==> src/rtl/mp_uart_tx_pkg.sv <==
package mp_uart_tx_pkg;
  typedef enum logic [2:0] {
    ST_IDLE, ST_START, ST_DATA, ST_MPB, ST_STOP1, ST_STOP2
  } tx_state_e;
endpackage

==> src/rtl/mp_uart_tx_buf.sv <==
module mp_uart_tx_buf #(
  parameter int DATA_W = 8
) (
  input  logic              clk_i,
  input  logic              rst_ni,
  input  logic              en_i,
  input  logic              wr_en_i,
  input  logic [DATA_W-1:0] wr_data_i,
  input  logic              wr_mpb_i,
  input  logic              load_i,
  output logic [DATA_W-1:0] data_o,
  output logic              mpb_o,
  output logic              empty_o
);
  always_ff @(posedge clk_i or negedge rst_ni) begin
    if (!rst_ni) begin
      data_o  <= '0;
      mpb_o   <= 1'b0;
      empty_o <= 1'b1;
    end else if (!en_i) begin
      empty_o <= 1'b1;
    end else if (wr_en_i) begin
      // a write wins over a load in the same cycle: old byte shifts, new one waits
      data_o  <= wr_data_i;
      mpb_o   <= wr_mpb_i;
      empty_o <= 1'b0;
    end else if (load_i) begin
      empty_o <= 1'b1;
    end
  end

  assert_write_clears_R2: assert property (@(posedge clk_i) disable iff (!rst_ni)
    (en_i && wr_en_i) |=> !empty_o);
  assert_empty_on_load_R3: assert property (@(posedge clk_i) disable iff (!rst_ni)
    $rose(empty_o) |-> ($past(load_i) || !$past(en_i)));
endmodule

==> src/rtl/mp_uart_tx_seq.sv <==
module mp_uart_tx_seq
  import mp_uart_tx_pkg::*;
#(
  parameter int DATA_W = 8
) (
  input  logic              clk_i,
  input  logic              rst_ni,
  input  logic              en_i,
  input  logic              bit_tick_i,
  input  logic              seven_bit_i,
  input  logic              two_stop_i,
  input  logic              wr_en_i,
  input  logic [DATA_W-1:0] buf_data_i,
  input  logic              buf_mpb_i,
  input  logic              buf_empty_i,
  output logic              load_o,
  output logic              txd_o,
  output logic              tend_o
);
  localparam int CNT_W = (DATA_W > 2) ? $clog2(DATA_W) : 1;
  localparam logic [CNT_W-1:0] LAST_FULL  = CNT_W'(DATA_W - 1);
  localparam logic [CNT_W-1:0] LAST_SHORT = CNT_W'(DATA_W - 2);

  tx_state_e         state_q;
  logic [DATA_W-1:0] shift_q;
  logic              mpb_q;
  logic [CNT_W-1:0]  cnt_q;
  logic              pend_q;
  logic              set_end;
  logic [CNT_W-1:0]  last_idx;

  assign last_idx = seven_bit_i ? LAST_SHORT : LAST_FULL;
  assign load_o   = en_i && bit_tick_i && !buf_empty_i &&
                    (state_q == ST_IDLE || state_q == ST_MPB);
  assign set_end  = en_i && bit_tick_i && buf_empty_i && (state_q == ST_MPB);

  always_ff @(posedge clk_i or negedge rst_ni) begin
    if (!rst_ni) begin
      state_q <= ST_IDLE;
      shift_q <= '0;
      mpb_q   <= 1'b0;
      cnt_q   <= '0;
      pend_q  <= 1'b0;
      txd_o   <= 1'b1;
    end else if (!en_i) begin
      state_q <= ST_IDLE;
      pend_q  <= 1'b0;
      txd_o   <= 1'b1;
    end else if (bit_tick_i) begin
      if (load_o) begin
        shift_q <= buf_data_i;
        mpb_q   <= buf_mpb_i;
      end
      unique case (state_q)
        ST_IDLE: if (load_o) begin
          txd_o   <= 1'b0;
          state_q <= ST_START;
        end
        ST_START: begin
          txd_o   <= shift_q[0];
          shift_q <= shift_q >> 1;
          cnt_q   <= '0;
          state_q <= ST_DATA;
        end
        ST_DATA: begin
          if (cnt_q == last_idx) begin
            txd_o   <= mpb_q;
            state_q <= ST_MPB;
          end else begin
            txd_o   <= shift_q[0];
            shift_q <= shift_q >> 1;
            cnt_q   <= cnt_q + 1'b1;
          end
        end
        ST_MPB: begin
          // stop bit begins here: holder state decides chaining
          txd_o   <= 1'b1;
          pend_q  <= load_o;
          state_q <= ST_STOP1;
        end
        ST_STOP1: begin
          if (two_stop_i) begin
            txd_o   <= 1'b1;
            state_q <= ST_STOP2;
          end else begin
            txd_o   <= !pend_q;
            state_q <= pend_q ? ST_START : ST_IDLE;
          end
        end
        ST_STOP2: begin
          txd_o   <= !pend_q;
          state_q <= pend_q ? ST_START : ST_IDLE;
        end
        default: state_q <= ST_IDLE;
      endcase
    end
  end

  always_ff @(posedge clk_i or negedge rst_ni) begin
    if (!rst_ni)       tend_o <= 1'b1;
    else if (!en_i)    tend_o <= 1'b1;
    else if (wr_en_i)  tend_o <= 1'b0;
    else if (set_end)  tend_o <= 1'b1;
  end

  assert_mark_when_off_R1: assert property (@(posedge clk_i) disable iff (!rst_ni)
    !en_i |=> txd_o);
  assert_end_on_tick_R8: assert property (@(posedge clk_i) disable iff (!rst_ni)
    $rose(tend_o) |-> ($past(bit_tick_i) || !$past(en_i)));
  assert_hold_between_ticks_R9: assert property (@(posedge clk_i) disable iff (!rst_ni)
    (en_i && !bit_tick_i) |=> $stable(txd_o));
  assert_idle_is_mark_R8: assert property (@(posedge clk_i) disable iff (!rst_ni)
    (state_q == ST_IDLE) |-> txd_o);
endmodule

==> src/rtl/mp_uart_tx.sv <==
module mp_uart_tx #(
  parameter int DATA_W = 8
) (
  input  logic              clk_i,
  input  logic              rst_ni,
  input  logic              en_i,
  input  logic              bit_tick_i,
  input  logic              seven_bit_i,
  input  logic              two_stop_i,
  input  logic              wr_en_i,
  input  logic [DATA_W-1:0] wr_data_i,
  input  logic              wr_mpb_i,
  input  logic              empty_ie_i,
  input  logic              end_ie_i,
  output logic              txd_o,
  output logic              empty_o,
  output logic              tend_o,
  output logic              empty_irq_o,
  output logic              end_irq_o
);
  logic [DATA_W-1:0] buf_data;
  logic              buf_mpb;
  logic              load;

  mp_uart_tx_buf #(.DATA_W(DATA_W)) u_buf (
    .clk_i, .rst_ni, .en_i, .wr_en_i, .wr_data_i, .wr_mpb_i,
    .load_i  (load),
    .data_o  (buf_data),
    .mpb_o   (buf_mpb),
    .empty_o (empty_o)
  );

  mp_uart_tx_seq #(.DATA_W(DATA_W)) u_seq (
    .clk_i, .rst_ni, .en_i, .bit_tick_i, .seven_bit_i, .two_stop_i, .wr_en_i,
    .buf_data_i  (buf_data),
    .buf_mpb_i   (buf_mpb),
    .buf_empty_i (empty_o),
    .load_o      (load),
    .txd_o       (txd_o),
    .tend_o      (tend_o)
  );

  assign empty_irq_o = empty_o & empty_ie_i;
  assign end_irq_o   = tend_o & end_ie_i;
endmodule

==> config.mk <==
export PLATFORM = sky130hd
export DESIGN_NAME = mp_uart_tx
export DESIGN_NICKNAME = d
export VERILOG_FILES = /design/src/rtl/mp_uart_tx_pkg.sv /design/src/rtl/mp_uart_tx_buf.sv /design/src/rtl/mp_uart_tx_seq.sv /design/src/rtl/mp_uart_tx.sv
export SDC_FILE = /design/constraint.sdc
export NUM_CORES = 1
export LEC_CHECK = 0
export ABC_AREA = 1
export BUFFER_PORTS_ARGS = -buffer_cell sky130_fd_sc_hd__buf_2
export CORE_ASPECT_RATIO = 0.8
export CORE_UTILIZATION = 59
export CTS_BUF_LIST = sky130_fd_sc_hd__clkbuf_4 sky130_fd_sc_hd__clkbuf_8 sky130_fd_sc_hd__clkbuf_16
export CTS_CLUSTER_SIZE = 40
export DETAILED_ROUTE_END_ITERATION = 6
export PLACE_DENSITY = 0.82
export SLEW_MARGIN = 20
export SYNTH_ARGS = -nofsm -noshare
export SYNTH_HDL_FRONTEND = slang
export SYNTH_SLANG_ARGS = --single-unit
==> constraint.sdc <==
create_clock -name clk_i -period 2.1 [get_ports clk_i]
set_clock_uncertainty 0.2 [all_clocks]
set_input_delay 0.525 -clock clk_i [delete_from_list [all_inputs] [get_ports clk_i]]
set_output_delay 0.525 -clock clk_i [all_outputs]
set_load 0.02 [all_outputs]
==> flow_summary.json <==
{
  "num-nets-final": 229,
  "drv_cap": 0,
  "fin_crit_sh_pct": 89.9,
  "ys_warn_count": 0,
  "crit_fanout": 4,
  "synth_top_family_by_area": "simple AND/OR/NAND/NOR gates",
  "cts_tree": "done",
  "vias": 1237,
  "cp_data_arrival_time_ps": 1160,
  "grt_pass1_vias": 1037,
  "synth_compound_gate_area_share_pct": 6.68,
  "rows": 15,
  "place.gp.congestion": 0.907,
  "failed_checks": "design-rule violations, negative hold slack",
  "h-tree-depth": 1,
  "synth.distinct_cells": 27,
  "final.setup.tns_ps": 0,
  "setup_viol": 0,
  "r2r_cells": 8,
  "tightest_slew_ps": 594,
  "cts_buffers": 3,
  "slew_headroom_pct": 60.4,
  "core_area_um2": 2250,
  "syn_area_um2": 1480,
  "async_flop_share_pct": 100,
  "cp.required_ps": 1370,
  "r2r_slack_ps": 490,
  "dieArea_um2": 2710,
  "p_clk_share_pct": 16.3,
  "yosysSeqAreaShare_pct": 47.6,
  "max_freq_mhz": 530,
  "die_w_um": 58,
  "worstSetupPathType": "reg2out",
  "combPwrFrac_pct": 32.8,
  "mostFrequentLayoutCell": "nand2_1",
  "cp-start-kind": "flip-flop",
  "synthAdderAreaFrac_pct": 1.69,
  "syn_to_final_growth_pct": 10.4,
  "ctsResizeCount": 0,
  "hold_ws_ps": -24.2,
  "cts_hold_buf": 0,
  "vias_per_cell": 5.31,
  "intPower_mw": 0.983,
  "clock-sinks": 28,
  "pin_count": 23,
  "power_frac_seq_pct": 50.8,
  "clockBufferDepth": 2,
  "period_minus_slack_ps": 1890,
  "critPathCaptureType": "primary output",
  "synth_edf_count": 0,
  "postPlaceCellArea_um2": 1600,
  "drt_first_iter_violations": 63,
  "diodes": 0,
  "netlist_instances": 185,
  "power.switching_mw": 0.597,
  "hold_viol": 25,
  "firstDrtPassIters": 6,
  "post-cts-setup-buffer-count": 0,
  "start_util_pct": 65.7,
  "power_density_nw_per_um2": 967,
  "switching_share_pct": 37.8,
  "synthFlopType": "dfrtp_1",
  "rsz0062_at_grt": "no",
  "design_area_um2": 1630,
  "drcViolationCount": 1,
  "synthSimpleGateAreaFrac_pct": 35.7,
  "grt_pass1_wl_um": 4550,
  "insertion_delay_ps": 330,
  "synth_mux_area_share_pct": 0,
  "worstReg2RegStart": "u_seq.state_q[1]",
  "routed_wl_um": 2770,
  "port_buffers": 22,
  "final_antenna_net_count": 0,
  "wire_per_inst_um": 11.9,
  "die_h_um": 46.8,
  "fillers": 189,
  "dp_hpwl_um": 2190,
  "slew_violations": 0,
  "holdCritPathClass": "in2async",
  "cellLeakagePower_nw": 0.894,
  "antenna_found_initial": 0,
  "peakVddDrop_uv": 526,
  "layout_common_cells": "79 x nand2_1, 25 x dfrtp_1, 22 x buf_2, 15 x inv_1, 14 x nand3_1",
  "drive_above_1_share_pct": 24.5,
  "grt-ovfl-total": 0,
  "synth_xor_xnor_area_share_pct": 0.592,
  "outcome": "complete, but fails checks",
  "r2r-end": "u_seq.shift_q[6]",
  "grt_max_degree": 29,
  "grt_usage_pct": 23.0,
  "root_buffer": "clkbuf_4",
  "synth.avg_cell_area_um2": 8.00,
  "ys_ff_latch": 28,
  "path_clk_slew_ps": 140,
  "syn_nets": 205
}
-- layer usage --
layer / routed length, um / global-route usage (%)
met5: 0 / 0
met4: 16 / 5.71
met3: 168 / 6.89
met2: 1210 / 35.2
met1: 1380 / 32.7
-- worst max-delay path: stages (launching register included) --
cell and delay, ps:
dfstp_2 590, nand2_1 60, inv_1 40, buf_2 150
-- worst max path at each step --
stage / from / to / slack [ps]
global placement: en_i / u_seq.shift_q[2] / 470
CTS: u_buf.empty_o / empty_irq_o / 200
detailed placement: en_i / u_seq.shift_q[6] / 430
finish: u_buf.empty_o / empty_irq_o / 210
floorplan: en_i / u_seq.shift_q[1] / 570
global route: u_buf.empty_o / empty_irq_o / 150
-- Yosys cell counts (2+ instances only) --
cell      number  area (um^2)
dfstp_2        3         78.8
nor2_1         7         26.3
nand3_4        2         35.0
dfrtp_1       25          626
a21oi_1        3         15.0
o21ai_0        7         35.0
nand3_1       14         70.1
clkinv_4       2         17.5
inv_1         15         56.3
nand2_2        5         31.3
ha_1           2         25.0
nand3_2        5         50.1
nand2_1       79          297
inv_2          3         11.3
-- cell families (layout without fill, tap and decap cells) --
group	after synthesis	count (layout)
simple gates	114	114
xor+xnor	1	1
flops	28	28
buf+inv	24	47
compound gates	16	16
fa+ha+maj	2	2
-- registers in the layout (all words and copies together) (netlist names) --
register       count
u_seq.cnt_q        3
u_seq.pend_q       1
u_buf.mpb_o        1
u_seq.txd_o        1
u_buf.data_o       8
u_seq.shift_q      8
u_seq.mpb_q        1
u_seq.tend_o       1
u_seq.state_q      3
u_buf.empty_o      1
-- power by group through the flow --
stage	Clock, mW	Sequential [mW]	Combinational [mW]
after floorplan	0	0.791	0.406
final	0.258	0.803	0.519
after CTS	0.260	0.801	0.521
after global routing	0.284	0.821	0.584
after detailed placement	0	0.810	0.520
after global placement	0	0.807	0.493
-- area by class of cell --
cell class / instances / area (um^2) / area share [%]
tap: 25 / 31.3 / 1.91
timing repair buffer: 22 / 110 / 6.74
inverter: 21 / 91.3 / 5.59
clock buffer: 4 / 36.3 / 2.22
multi-input combinational: 133 / 661 / 40.4
sequential: 28 / 704 / 43.1
-- stage by stage --
stage / instances / setup slack (ps) / utilization (%) / power (mW) / hold slack [ps]
6_report: 233 / 211 / 72.6 / 1.58 / -24.2
5_1_grt: 233 / 154 / 72.6 / 1.69 / 1.32
4_1_cts: 233 / 197 / 72.6 / 1.58 / 3.77
3_5_place_dp: 229 / 428 / 70.9 / 1.33 / 267
3_3_place_gp: 229 / 468 / 70.9 / 1.30 / 259
2_1_floorplan: 185 / 568 / - / 1.20 / 29.4
Power figures use the tool's default switching activity.
